===== config.mk =====
export PLATFORM = sky130hd
export DESIGN_NAME = coinc_trig_ctrl
export DESIGN_NICKNAME = d
export VERILOG_FILES = /design/src/rtl/trig_ctrl_pkg.sv /design/src/rtl/trig_init_seq.sv /design/src/rtl/trig_coinc_det.sv /design/src/rtl/trig_evt_queue.sv /design/src/rtl/coinc_trig_ctrl.sv
export SDC_FILE = /design/constraint.sdc
export NUM_CORES = 1
export LEC_CHECK = 0
export ABC_AREA = 1
export BUFFER_PORTS_ARGS = -buffer_cell sky130_fd_sc_hd__buf_4
export CAP_MARGIN = 10
export CORE_ASPECT_RATIO = 0.9
export CORE_MARGIN = 5
export CORE_UTILIZATION = 60
export DETAILED_ROUTE_END_ITERATION = 10
export GPL_ROUTABILITY_DRIVEN = 0
export GPL_TIMING_DRIVEN = 0
export PLACE_DENSITY = 0.89
export SLEW_MARGIN = 10
export SYNTH_ARGS = -nofsm -noshare
export SYNTH_HDL_FRONTEND = slang
export SYNTH_SLANG_ARGS = --single-unit

===== constraint.sdc =====
create_clock -name clk -period 9.5 [get_ports clk]
set_clock_uncertainty 0.05 [all_clocks]
set_input_delay 1.9 -clock clk [delete_from_list [all_inputs] [get_ports clk]]
set_output_delay 1.9 -clock clk [all_outputs]
set_load 0.005 [all_outputs]

===== src/rtl/trig_ctrl_pkg.sv =====
package trig_ctrl_pkg;

   typedef enum logic [1:0] {
      ST_IDLE = 2'd0,
      ST_DEAD = 2'd1,
      ST_READ = 2'd2
   } ctrl_state_t;

endpackage


===== src/rtl/trig_init_seq.sv =====
// Power-on reset pulse, periodic counter-sync strobe and divided clock enable.
module trig_init_seq #(
   parameter int RST_LEN     = 16,
   parameter int SYNC_PERIOD = 4096,
   parameter int CE_DIV      = 4
) (
   input  logic clk,
   input  logic rst_n,
   output logic fe_reset_o,
   output logic fe_sync_o,
   output logic clk_en_o
);

   localparam int RW = (RST_LEN > 1) ? $clog2(RST_LEN) : 1;
   localparam int SW = $clog2(SYNC_PERIOD);
   localparam int CW = (CE_DIV > 1) ? $clog2(CE_DIV) : 1;

   if (RST_LEN < 1) begin : g_bad_rst
      $error("trig_init_seq: RST_LEN must be at least 1");
   end
   if (SYNC_PERIOD < 2) begin : g_bad_sync
      $error("trig_init_seq: SYNC_PERIOD must be at least 2");
   end
   if (CE_DIV < 1) begin : g_bad_ce
      $error("trig_init_seq: CE_DIV must be at least 1");
   end

   logic [RW-1:0] rst_cnt_q;
   logic [SW-1:0] sync_cnt_q;

   // front-end reset: held from system reset for RST_LEN edges
   always_ff @(posedge clk or negedge rst_n) begin
      if (!rst_n) begin
         rst_cnt_q  <= '0;
         fe_reset_o <= 1'b1;
      end else if (fe_reset_o) begin
         if (rst_cnt_q == RW'(RST_LEN - 1)) begin
            fe_reset_o <= 1'b0;
         end else begin
            rst_cnt_q <= rst_cnt_q + 1'b1;
         end
      end
   end

   // sync timer runs only once the front-end is out of reset
   always_ff @(posedge clk or negedge rst_n) begin
      if (!rst_n) begin
         sync_cnt_q <= '0;
         fe_sync_o  <= 1'b0;
      end else if (!fe_reset_o) begin
         if (sync_cnt_q == SW'(SYNC_PERIOD - 1)) begin
            sync_cnt_q <= '0;
            fe_sync_o  <= 1'b1;
         end else begin
            sync_cnt_q <= sync_cnt_q + 1'b1;
            fe_sync_o  <= 1'b0;
         end
      end
   end

   // divided enable, free running from system reset
   if (CE_DIV == 1) begin : g_ce_full
      always_ff @(posedge clk or negedge rst_n) begin
         if (!rst_n) clk_en_o <= 1'b0;
         else        clk_en_o <= 1'b1;
      end
   end else begin : g_ce_div
      logic [CW-1:0] ce_cnt_q;
      always_ff @(posedge clk or negedge rst_n) begin
         if (!rst_n) begin
            ce_cnt_q <= '0;
            clk_en_o <= 1'b0;
         end else begin
            clk_en_o <= (ce_cnt_q == CW'(CE_DIV - 1));
            if (ce_cnt_q == CW'(CE_DIV - 1)) ce_cnt_q <= '0;
            else                             ce_cnt_q <= ce_cnt_q + 1'b1;
         end
      end
   end

endmodule


===== src/rtl/trig_coinc_det.sv =====
// Rising-edge multiplicity check across the scintillator lines.
module trig_coinc_det #(
   parameter int N_SCINT  = 8,
   parameter int MIN_MULT = 2,
   localparam int PAT_W   = 2 * N_SCINT
) (
   input  logic               clk,
   input  logic               rst_n,
   input  logic [N_SCINT-1:0] scint_i,
   output logic               coin_o,
   output logic [PAT_W-1:0]   pattern_o
);

   localparam int CNT_W = $clog2(N_SCINT + 1);

   if (MIN_MULT < 1 || MIN_MULT > N_SCINT) begin : g_bad_mult
      $error("trig_coinc_det: MIN_MULT must lie in 1..N_SCINT");
   end

   logic [N_SCINT-1:0] prev_q;
   logic [N_SCINT-1:0] rise;

   always_ff @(posedge clk or negedge rst_n) begin
      if (!rst_n) prev_q <= '0;
      else        prev_q <= scint_i;
   end

   assign rise      = scint_i & ~prev_q;
   assign pattern_o = {rise, scint_i};

   if (MIN_MULT == 1) begin : g_any
      assign coin_o = |rise;
   end else begin : g_count
      logic [CNT_W-1:0] n_rise;
      always_comb begin
         n_rise = '0;
         for (int i = 0; i < N_SCINT; i++) begin
            n_rise = n_rise + CNT_W'(rise[i]);
         end
      end
      assign coin_o = (n_rise >= CNT_W'(MIN_MULT));
   end

endmodule


===== src/rtl/trig_evt_queue.sv =====
// Small FIFO of pending trigger words with a saturating drop counter.
module trig_evt_queue #(
   parameter int DEPTH  = 4,
   parameter int DATA_W = 16,
   parameter int OVF_W  = 8,
   localparam int CNT_W = $clog2(DEPTH + 1)
) (
   input  logic              clk,
   input  logic              rst_n,
   input  logic              push_req_i,
   input  logic [DATA_W-1:0] push_data_i,
   input  logic              pop_i,
   output logic              push_acc_o,
   output logic [DATA_W-1:0] head_o,
   output logic              empty_o,
   output logic [CNT_W-1:0]  count_o,
   output logic [OVF_W-1:0]  ovf_cnt_o
);

   localparam int AW = (DEPTH > 1) ? $clog2(DEPTH) : 1;

   if (DEPTH < 1) begin : g_bad_depth
      $error("trig_evt_queue: DEPTH must be at least 1");
   end
   if (OVF_W < 1) begin : g_bad_ovf
      $error("trig_evt_queue: OVF_W must be at least 1");
   end

   logic [DATA_W-1:0] slot_q [DEPTH];
   logic [AW-1:0]     wr_ptr_q, rd_ptr_q;
   logic [CNT_W-1:0]  cnt_q;
   logic              do_pop;

   assign empty_o    = (cnt_q == '0);
   assign do_pop     = pop_i && !empty_o;
   // a pop in the same cycle frees the slot the push needs
   assign push_acc_o = push_req_i && ((cnt_q < CNT_W'(DEPTH)) || do_pop);
   assign head_o     = slot_q[rd_ptr_q];
   assign count_o    = cnt_q;

   always_ff @(posedge clk) begin
      if (push_acc_o) slot_q[wr_ptr_q] <= push_data_i;
   end

   always_ff @(posedge clk or negedge rst_n) begin
      if (!rst_n) begin
         wr_ptr_q  <= '0;
         rd_ptr_q  <= '0;
         cnt_q     <= '0;
         ovf_cnt_o <= '0;
      end else begin
         if (push_acc_o) begin
            wr_ptr_q <= (wr_ptr_q == AW'(DEPTH - 1)) ? '0 : wr_ptr_q + 1'b1;
         end
         if (do_pop) begin
            rd_ptr_q <= (rd_ptr_q == AW'(DEPTH - 1)) ? '0 : rd_ptr_q + 1'b1;
         end
         case ({push_acc_o, do_pop})
            2'b10:   cnt_q <= cnt_q + 1'b1;
            2'b01:   cnt_q <= cnt_q - 1'b1;
            default: cnt_q <= cnt_q;
         endcase
         if (push_req_i && !push_acc_o && (ovf_cnt_o != '1)) begin
            ovf_cnt_o <= ovf_cnt_o + 1'b1;
         end
      end
   end

endmodule


===== src/rtl/coinc_trig_ctrl.sv =====
// Trigger acceptance sequencer: accept, transfer window, readout, queue.
module coinc_trig_ctrl import trig_ctrl_pkg::*; #(
   parameter int N_SCINT     = 8,
   parameter int MIN_MULT    = 2,
   parameter int RST_LEN     = 16,
   parameter int SYNC_PERIOD = 4096,
   parameter int DEAD_LEN    = 64,
   parameter int Q_DEPTH     = 4,
   parameter int CE_DIV      = 4,
   parameter int OVF_W       = 8,
   localparam int PAT_W      = 2 * N_SCINT
) (
   input  logic               clk,
   input  logic               rst_n,
   input  logic [N_SCINT-1:0] scint_i,
   input  logic               rd_done_i,
   output logic               fe_reset_o,
   output logic               fe_sync_o,
   output logic               clk_en_o,
   output logic               l1_accept_o,
   output logic               rd_req_o,
   output logic [PAT_W-1:0]   rd_pattern_o,
   output logic [OVF_W-1:0]   ovf_count_o
);

   localparam int DW    = (DEAD_LEN > 1) ? $clog2(DEAD_LEN) : 1;
   localparam int QCW   = $clog2(Q_DEPTH + 1);

   if (DEAD_LEN < 1) begin : g_bad_dead
      $error("coinc_trig_ctrl: DEAD_LEN must be at least 1");
   end

   ctrl_state_t      st_q;
   logic [DW-1:0]    dead_cnt_q;
   logic [PAT_W-1:0] cur_pat_q;

   logic             coin, coin_live;
   logic [PAT_W-1:0] pattern;
   logic             q_push, q_pop, q_acc, q_empty;
   logic [PAT_W-1:0] q_head;
   logic [QCW-1:0]   q_count;
   logic             dead_phase;

   trig_init_seq #(
      .RST_LEN     (RST_LEN),
      .SYNC_PERIOD (SYNC_PERIOD),
      .CE_DIV      (CE_DIV)
   ) u_init (
      .clk        (clk),
      .rst_n      (rst_n),
      .fe_reset_o (fe_reset_o),
      .fe_sync_o  (fe_sync_o),
      .clk_en_o   (clk_en_o)
   );

   trig_coinc_det #(
      .N_SCINT  (N_SCINT),
      .MIN_MULT (MIN_MULT)
   ) u_coin (
      .clk       (clk),
      .rst_n     (rst_n),
      .scint_i   (scint_i),
      .coin_o    (coin),
      .pattern_o (pattern)
   );

   assign coin_live = coin && !fe_reset_o;

   // a done with nothing pending hands the coincidence to the idle path
   assign q_pop  = (st_q == ST_READ) && rd_done_i && !q_empty;
   assign q_push = (st_q == ST_READ) && coin_live && !(rd_done_i && q_empty);

   trig_evt_queue #(
      .DEPTH  (Q_DEPTH),
      .DATA_W (PAT_W),
      .OVF_W  (OVF_W)
   ) u_queue (
      .clk         (clk),
      .rst_n       (rst_n),
      .push_req_i  (q_push),
      .push_data_i (pattern),
      .pop_i       (q_pop),
      .push_acc_o  (q_acc),
      .head_o      (q_head),
      .empty_o     (q_empty),
      .count_o     (q_count),
      .ovf_cnt_o   (ovf_count_o)
   );

   assign dead_phase = (st_q == ST_DEAD);

   always_ff @(posedge clk or negedge rst_n) begin
      if (!rst_n) begin
         st_q         <= ST_IDLE;
         dead_cnt_q   <= '0;
         cur_pat_q    <= '0;
         l1_accept_o  <= 1'b0;
         rd_req_o     <= 1'b0;
         rd_pattern_o <= '0;
      end else begin
         l1_accept_o <= 1'b0;
         rd_req_o    <= 1'b0;
         case (st_q)
            ST_IDLE: begin
               if (coin_live) begin
                  l1_accept_o <= 1'b1;
                  cur_pat_q   <= pattern;
                  dead_cnt_q  <= '0;
                  st_q        <= ST_DEAD;
               end
            end
            ST_DEAD: begin
               if (dead_cnt_q == DW'(DEAD_LEN - 1)) begin
                  rd_req_o     <= 1'b1;
                  rd_pattern_o <= cur_pat_q;
                  st_q         <= ST_READ;
               end else begin
                  dead_cnt_q <= dead_cnt_q + 1'b1;
               end
            end
            ST_READ: begin
               if (q_acc) l1_accept_o <= 1'b1;
               if (rd_done_i) begin
                  if (!q_empty) begin
                     rd_req_o     <= 1'b1;
                     rd_pattern_o <= q_head;
                  end else if (coin_live) begin
                     l1_accept_o <= 1'b1;
                     cur_pat_q   <= pattern;
                     dead_cnt_q  <= '0;
                     st_q        <= ST_DEAD;
                  end else begin
                     st_q <= ST_IDLE;
                  end
               end
            end
            default: st_q <= ST_IDLE;
         endcase
      end
   end

endmodule


==> PnR_summary.wiki <==
{| class="wikitable"
! Metric !! Value
|-
| Nature of the critical path startpoint || primary input
|-
| Worst endpoint required time || 9.49 ns
|-
| Layout overhead on the synthesized area || 16.12%
|-
| Remaining design rule violation count || 0
|-
| Setup fix buffers added after clock tree synthesis || 0
|-
| CP endpoint kind || flop
|-
| Vias in the first global route || around 5300
|-
| DP Worst Slack || between 2 and 3 ns
|-
| Post-synth net total || 751
|-
| Wire length per cell || 16.91 microns
|-
| Tmin final || 6.342 ns
|-
| Proportion of register bits with asynchronous set or reset after synthesis || 0.5733
|-
| Average vias per placed instance || around 5.5
|-
| Clock Sink Count || 150
|-
| Area of all placed cells without fillers || a little under 8000 sq um
|-
| CTS Buf Count || 17
|-
| Actual transition at the worst max-transition pin || 0.9765 ns
|-
| Final Total Pwr || 0.002178 W
|-
| Timing-limited maximum frequency || 0.1577 GHz
|-
| First-pass detailed-route iteration total || 5
|-
| Number of slew-limit violations in the final report || 0
|-
| Power density over the cells || around 270 nW/um^2
|-
| Portion of total power attributed to the clock network || 0.291
|-
| First-pass GRT wire length || 26.11 mm
|-
| Io pins || 40
|-
| Arrival time worst endpoint || about 6.3 ns
|-
| Worst relative slew slack || 0.3483
|-
| Summed negative setup slack over all endpoints || 0 ns
|-
| Lkg Pwr || 3.741 nW
|-
| Proportion of power drawn by flip-flops and latches || 0.388
|-
| Most instantiated flip-flop cell in the synthesis netlist || sky130_fd_sc_hd__dfrtp_1
|-
| Synth area leader || sky130_fd_sc_hd__dfrtp_1
|-
| Post-CTS clock slew at the launch and capture registers of the worst setup and hold paths || ~0.06 ns
|-
| Yosys cell types || 36
|-
| Final setup slack of the worst path || 3.158 ns
|-
| Area share of xor/xnor cells in the synthesized design || 0.01919
|-
| Synthesized-area fraction occupied by adder cells || 0.04933
|-
| Cell Rows || 37
|-
| Core Footprint || 11300 sq um
|-
| Power dissipated by switching net loads || roughly 0.00080 W
|-
| Detailed router's first-iteration violation count || 601
|-
| Total Die Area || between 10000 and 15000 sq um
|-
| TritonCTS clock tree || built
|-
| Share of the yosys chip area belonging to registers || 0.5951
|-
| Most frequent cells after synthesis || 248 x sky130_fd_sc_hd__nand2_1, 85 x sky130_fd_sc_hd__dfrtp_1, 80 x sky130_fd_sc_hd__nand3_1, 64 x sky130_fd_sc_hd__edfxtp_1, 64 x sky130_fd_sc_hd__inv_1
|-
| Result of the run || complete, no violations
|-
| Starting density of the core || 0.6062
|-
| Via Count || 5248
|-
| Pint || 0.001380 W
|-
| Count of state elements after synthesis || 150
|-
| Level count of the clock H-tree || 4
|-
| Post-synthesis compound-gate area fraction || 0.02686
|-
| Number of inserted diodes || 0
|-
| Final-report hold violation count || 0
|-
| HP Class || flop to flop
|-
| Share of Yosys cell area claimed by the top area cell type || 0.3106
|-
| Clock Tree Buf Depth || 2
|-
| Post-synthesis mux area share || 0
|-
| Number of antenna violations at the first check in global routing || 0
|-
| Post-route fraction of the period consumed by the critical path || 0.6676
|-
| Skew-Pair Late Insertion Delay || 0.43 ns
|-
| Total half-perimeter wirelength after legalization and detailed placement || 10.60 mm
|-
| Main combinational cell family by area after synthesis || simple AND/OR/NAND/NOR gates
|-
| Register-to-register setup slack || 4.43 ns
|-
| EDFF count, synth || 64
|-
| Horizontal die dimension || 122.6 microns
|-
| Most repeated cell in the gate-level netlist after synthesis || sky130_fd_sc_hd__nand2_1
|-
| Top cells by area, synth || sky130_fd_sc_hd__dfrtp_1 31%, sky130_fd_sc_hd__edfxtp_1 28%, sky130_fd_sc_hd__nand2_1 14%, sky130_fd_sc_hd__nand3_1 5.8%, sky130_fd_sc_hd__inv_1 3.5%
|-
| Total wire length || 16.00 mm
|-
| Total global-route track usage || 0.2483
|-
| Placed cell areas || 7368 sq um
|-
| Avg Inst Size Synth || approximately 9.6 sq um
|-
| Cells resized by post-CTS repair || 0
|-
| Total of max-cap violations || 0
|-
| Final-stage net count || 812
|-
| Port-buffer cells || 39
|-
| Setup violations, final || 0
|-
| Buffer type at the clock tree root || sky130_fd_sc_hd__clkbuf_16
|-
| Worst setup path class || primary input to flop
|-
| Cts hold-fix bufs || 0
|-
| Sw frac || 0.3663
|-
| Setup repair after global routing missed its margin || false
|-
| Largest fanout on the critical path || 16
|-
| Layout cells sized above 1 || 0.1468
|-
| Aggregate global routing overflow || 0
|-
| Pin count of the biggest net entering global routing || just under 90
|-
| Vertical die dimension || 111.4 microns
|-
| Cells after synthesis || 716
|-
| Antenna viol nets, final || 0
|-
| Number of warnings printed during yosys synthesis || 0
|-
| Post-synthesis simple-gate area fraction || 0.2545
|-
| Logic pwr share || 0.321
|-
| Worst vdd ir || 0.0001806 V
|-
| Post-Synthesis Cell Area || 6848 sq um
|}
## final timing paths
kind                                                        from                               endpoint  cells past startpoint
max                                                   scint_i[0]         u_queue.slot_q[0][6]$_DFFE_PP_                     17
min                        u_init.g_ce_div.ce_cnt_q[0]$_DFF_PN0_  u_init.g_ce_div.ce_cnt_q[0]$_DFF_PN0_                      1
max reg2reg                           u_coin.prev_q[0]$_DFF_PN0_         u_queue.slot_q[0][6]$_DFFE_PP_                     15
min reg2reg                u_init.g_ce_div.ce_cnt_q[0]$_DFF_PN0_  u_init.g_ce_div.ce_cnt_q[0]$_DFF_PN0_                      1
max in group asynchronous                                  rst_n            u_init.fe_reset_o$_DFF_PN1_                      2
min in group asynchronous                                  rst_n               cur_pat_q[3]$_DFFE_PN0P_                      1
## cell families (layout without fill, tap and decap cells)
family          after synthesis  after routing
buf+inv                      87            161
xor+xnor                     15             15
flops                       150            150
compound gates               34             34
fa+ha+maj                    24             24
simple gates                406            406
## registers in the layout, indices dropped and copies added, names as in the netlist
register	cells
st_q	2
cur_pat_q	16
u_init.sync_cnt_q	12
u_queue.wr_ptr_q	2
u_init.rst_cnt_q	4
dead_cnt_q	6
l1_accept_o	1
u_queue.rd_ptr_q	2
u_init.fe_reset_o	1
rd_pattern_o	16
u_init.fe_sync_o	1
u_init.g_ce_div.ce_cnt_q	2
rd_req_o	1
u_queue.ovf_cnt_o	8
u_init.clk_en_o	1
u_queue.slot_q	64
u_queue.count_o	3
u_coin.prev_q	8
## critical path: stages
cell	delay [ns]
sky130_fd_sc_hd__buf_4	0.11
sky130_fd_sc_hd__inv_1	0.06
sky130_fd_sc_hd__nor2_1	0.38
sky130_fd_sc_hd__ha_1	0.34
sky130_fd_sc_hd__inv_1	0.08
sky130_fd_sc_hd__fa_1	0.42
sky130_fd_sc_hd__fa_1	0.49
sky130_fd_sc_hd__inv_1	0.05
sky130_fd_sc_hd__fa_1	0.40
sky130_fd_sc_hd__inv_1	0.09
sky130_fd_sc_hd__fa_1	0.41
sky130_fd_sc_hd__o21a_1	0.12
sky130_fd_sc_hd__nand2_1	0.14
sky130_fd_sc_hd__nand2_1	0.14
sky130_fd_sc_hd__nor2_2	0.17
sky130_fd_sc_hd__nand2_1	0.23
sky130_fd_sc_hd__nor2_2	0.81
## power groups by stage
stage / logic, W / clock network, W / registers, W
after detailed placement: 0.000683 / 0 / 0.000852
after global routing: 0.000778 / 0.000665 / 0.000856
after floorplan: 0.000452 / 0 / 0.000840
after global placement: 0.000638 / 0 / 0.000844
final: 0.000700 / 0.000634 / 0.000844
after CTS: 0.000695 / 0.000639 / 0.000843
## metal layers
| layer | part of all wire | global-route usage | vias up |
|---|---|---|---|
| met5 | 0 | 0 | - |
| li1 | - | - | 2433 |
| met1 | 0.39 | 0.3011 | 2524 |
| met3 | 0.068 | 0.06044 | 38 |
| met2 | 0.51 | 0.4212 | 253 |
| met4 | 0.031 | 0.1090 | 0 |
## area by class of cell
type                    count  area, sq um
repair buffers             42        342.8
fillers                   801         3344
well taps                 156        195.2
plain buffers              19        116.4
clock buffers              19        432.9
inverters                  68        260.3
flip-flops and latches    150         4075
multi-input cells         479         2406
clock inverters            13        122.6
## per-stage QoR
stage	std cells	utilization	hold WS, ns
2_1_floorplan	716	-	0.3531
3_3_place_gp	911	0.6494	0.3640
3_5_place_dp	913	0.6523	0.3746
4_1_cts	945	0.7015	0.3829
5_1_grt	946	0.7039	0.3900
6_report	946	0.7039	0.3771
## cell usage in the layout (no fill, tap or decap), types with 2 or more instances in the layout
cell and count:
sky130_fd_sc_hd__inv_6 3, sky130_fd_sc_hd__nand2_1 248, sky130_fd_sc_hd__clkinv_2 2, sky130_fd_sc_hd__clkbuf_1 6, sky130_fd_sc_hd__dfrtp_1 85, sky130_fd_sc_hd__nand2_2 12
sky130_fd_sc_hd__nor3b_1 2, sky130_fd_sc_hd__clkinv_4 4, sky130_fd_sc_hd__buf_6 3, sky130_fd_sc_hd__inv_2 2, sky130_fd_sc_hd__o21ai_0 19, sky130_fd_sc_hd__a21oi_1 5
sky130_fd_sc_hd__nor2_2 7, sky130_fd_sc_hd__o21bai_1 2, sky130_fd_sc_hd__ha_1 19, sky130_fd_sc_hd__clkinvlp_4 2, sky130_fd_sc_hd__clkbuf_16 17, sky130_fd_sc_hd__fa_1 5
sky130_fd_sc_hd__nor2_1 39, sky130_fd_sc_hd__xor2_1 9, sky130_fd_sc_hd__nand4_1 6, sky130_fd_sc_hd__inv_1 64, sky130_fd_sc_hd__nand3_1 80, sky130_fd_sc_hd__buf_2 11
sky130_fd_sc_hd__xnor2_1 6, sky130_fd_sc_hd__nand2_4 2, sky130_fd_sc_hd__clkinv_1 2, sky130_fd_sc_hd__buf_4 41, sky130_fd_sc_hd__edfxtp_1 64, sky130_fd_sc_hd__nor3_1 5
sky130_fd_sc_hd__o21a_1 2, sky130_fd_sc_hd__o21ai_1 5
No activity file was read; power rests on OpenSTA's default activity.
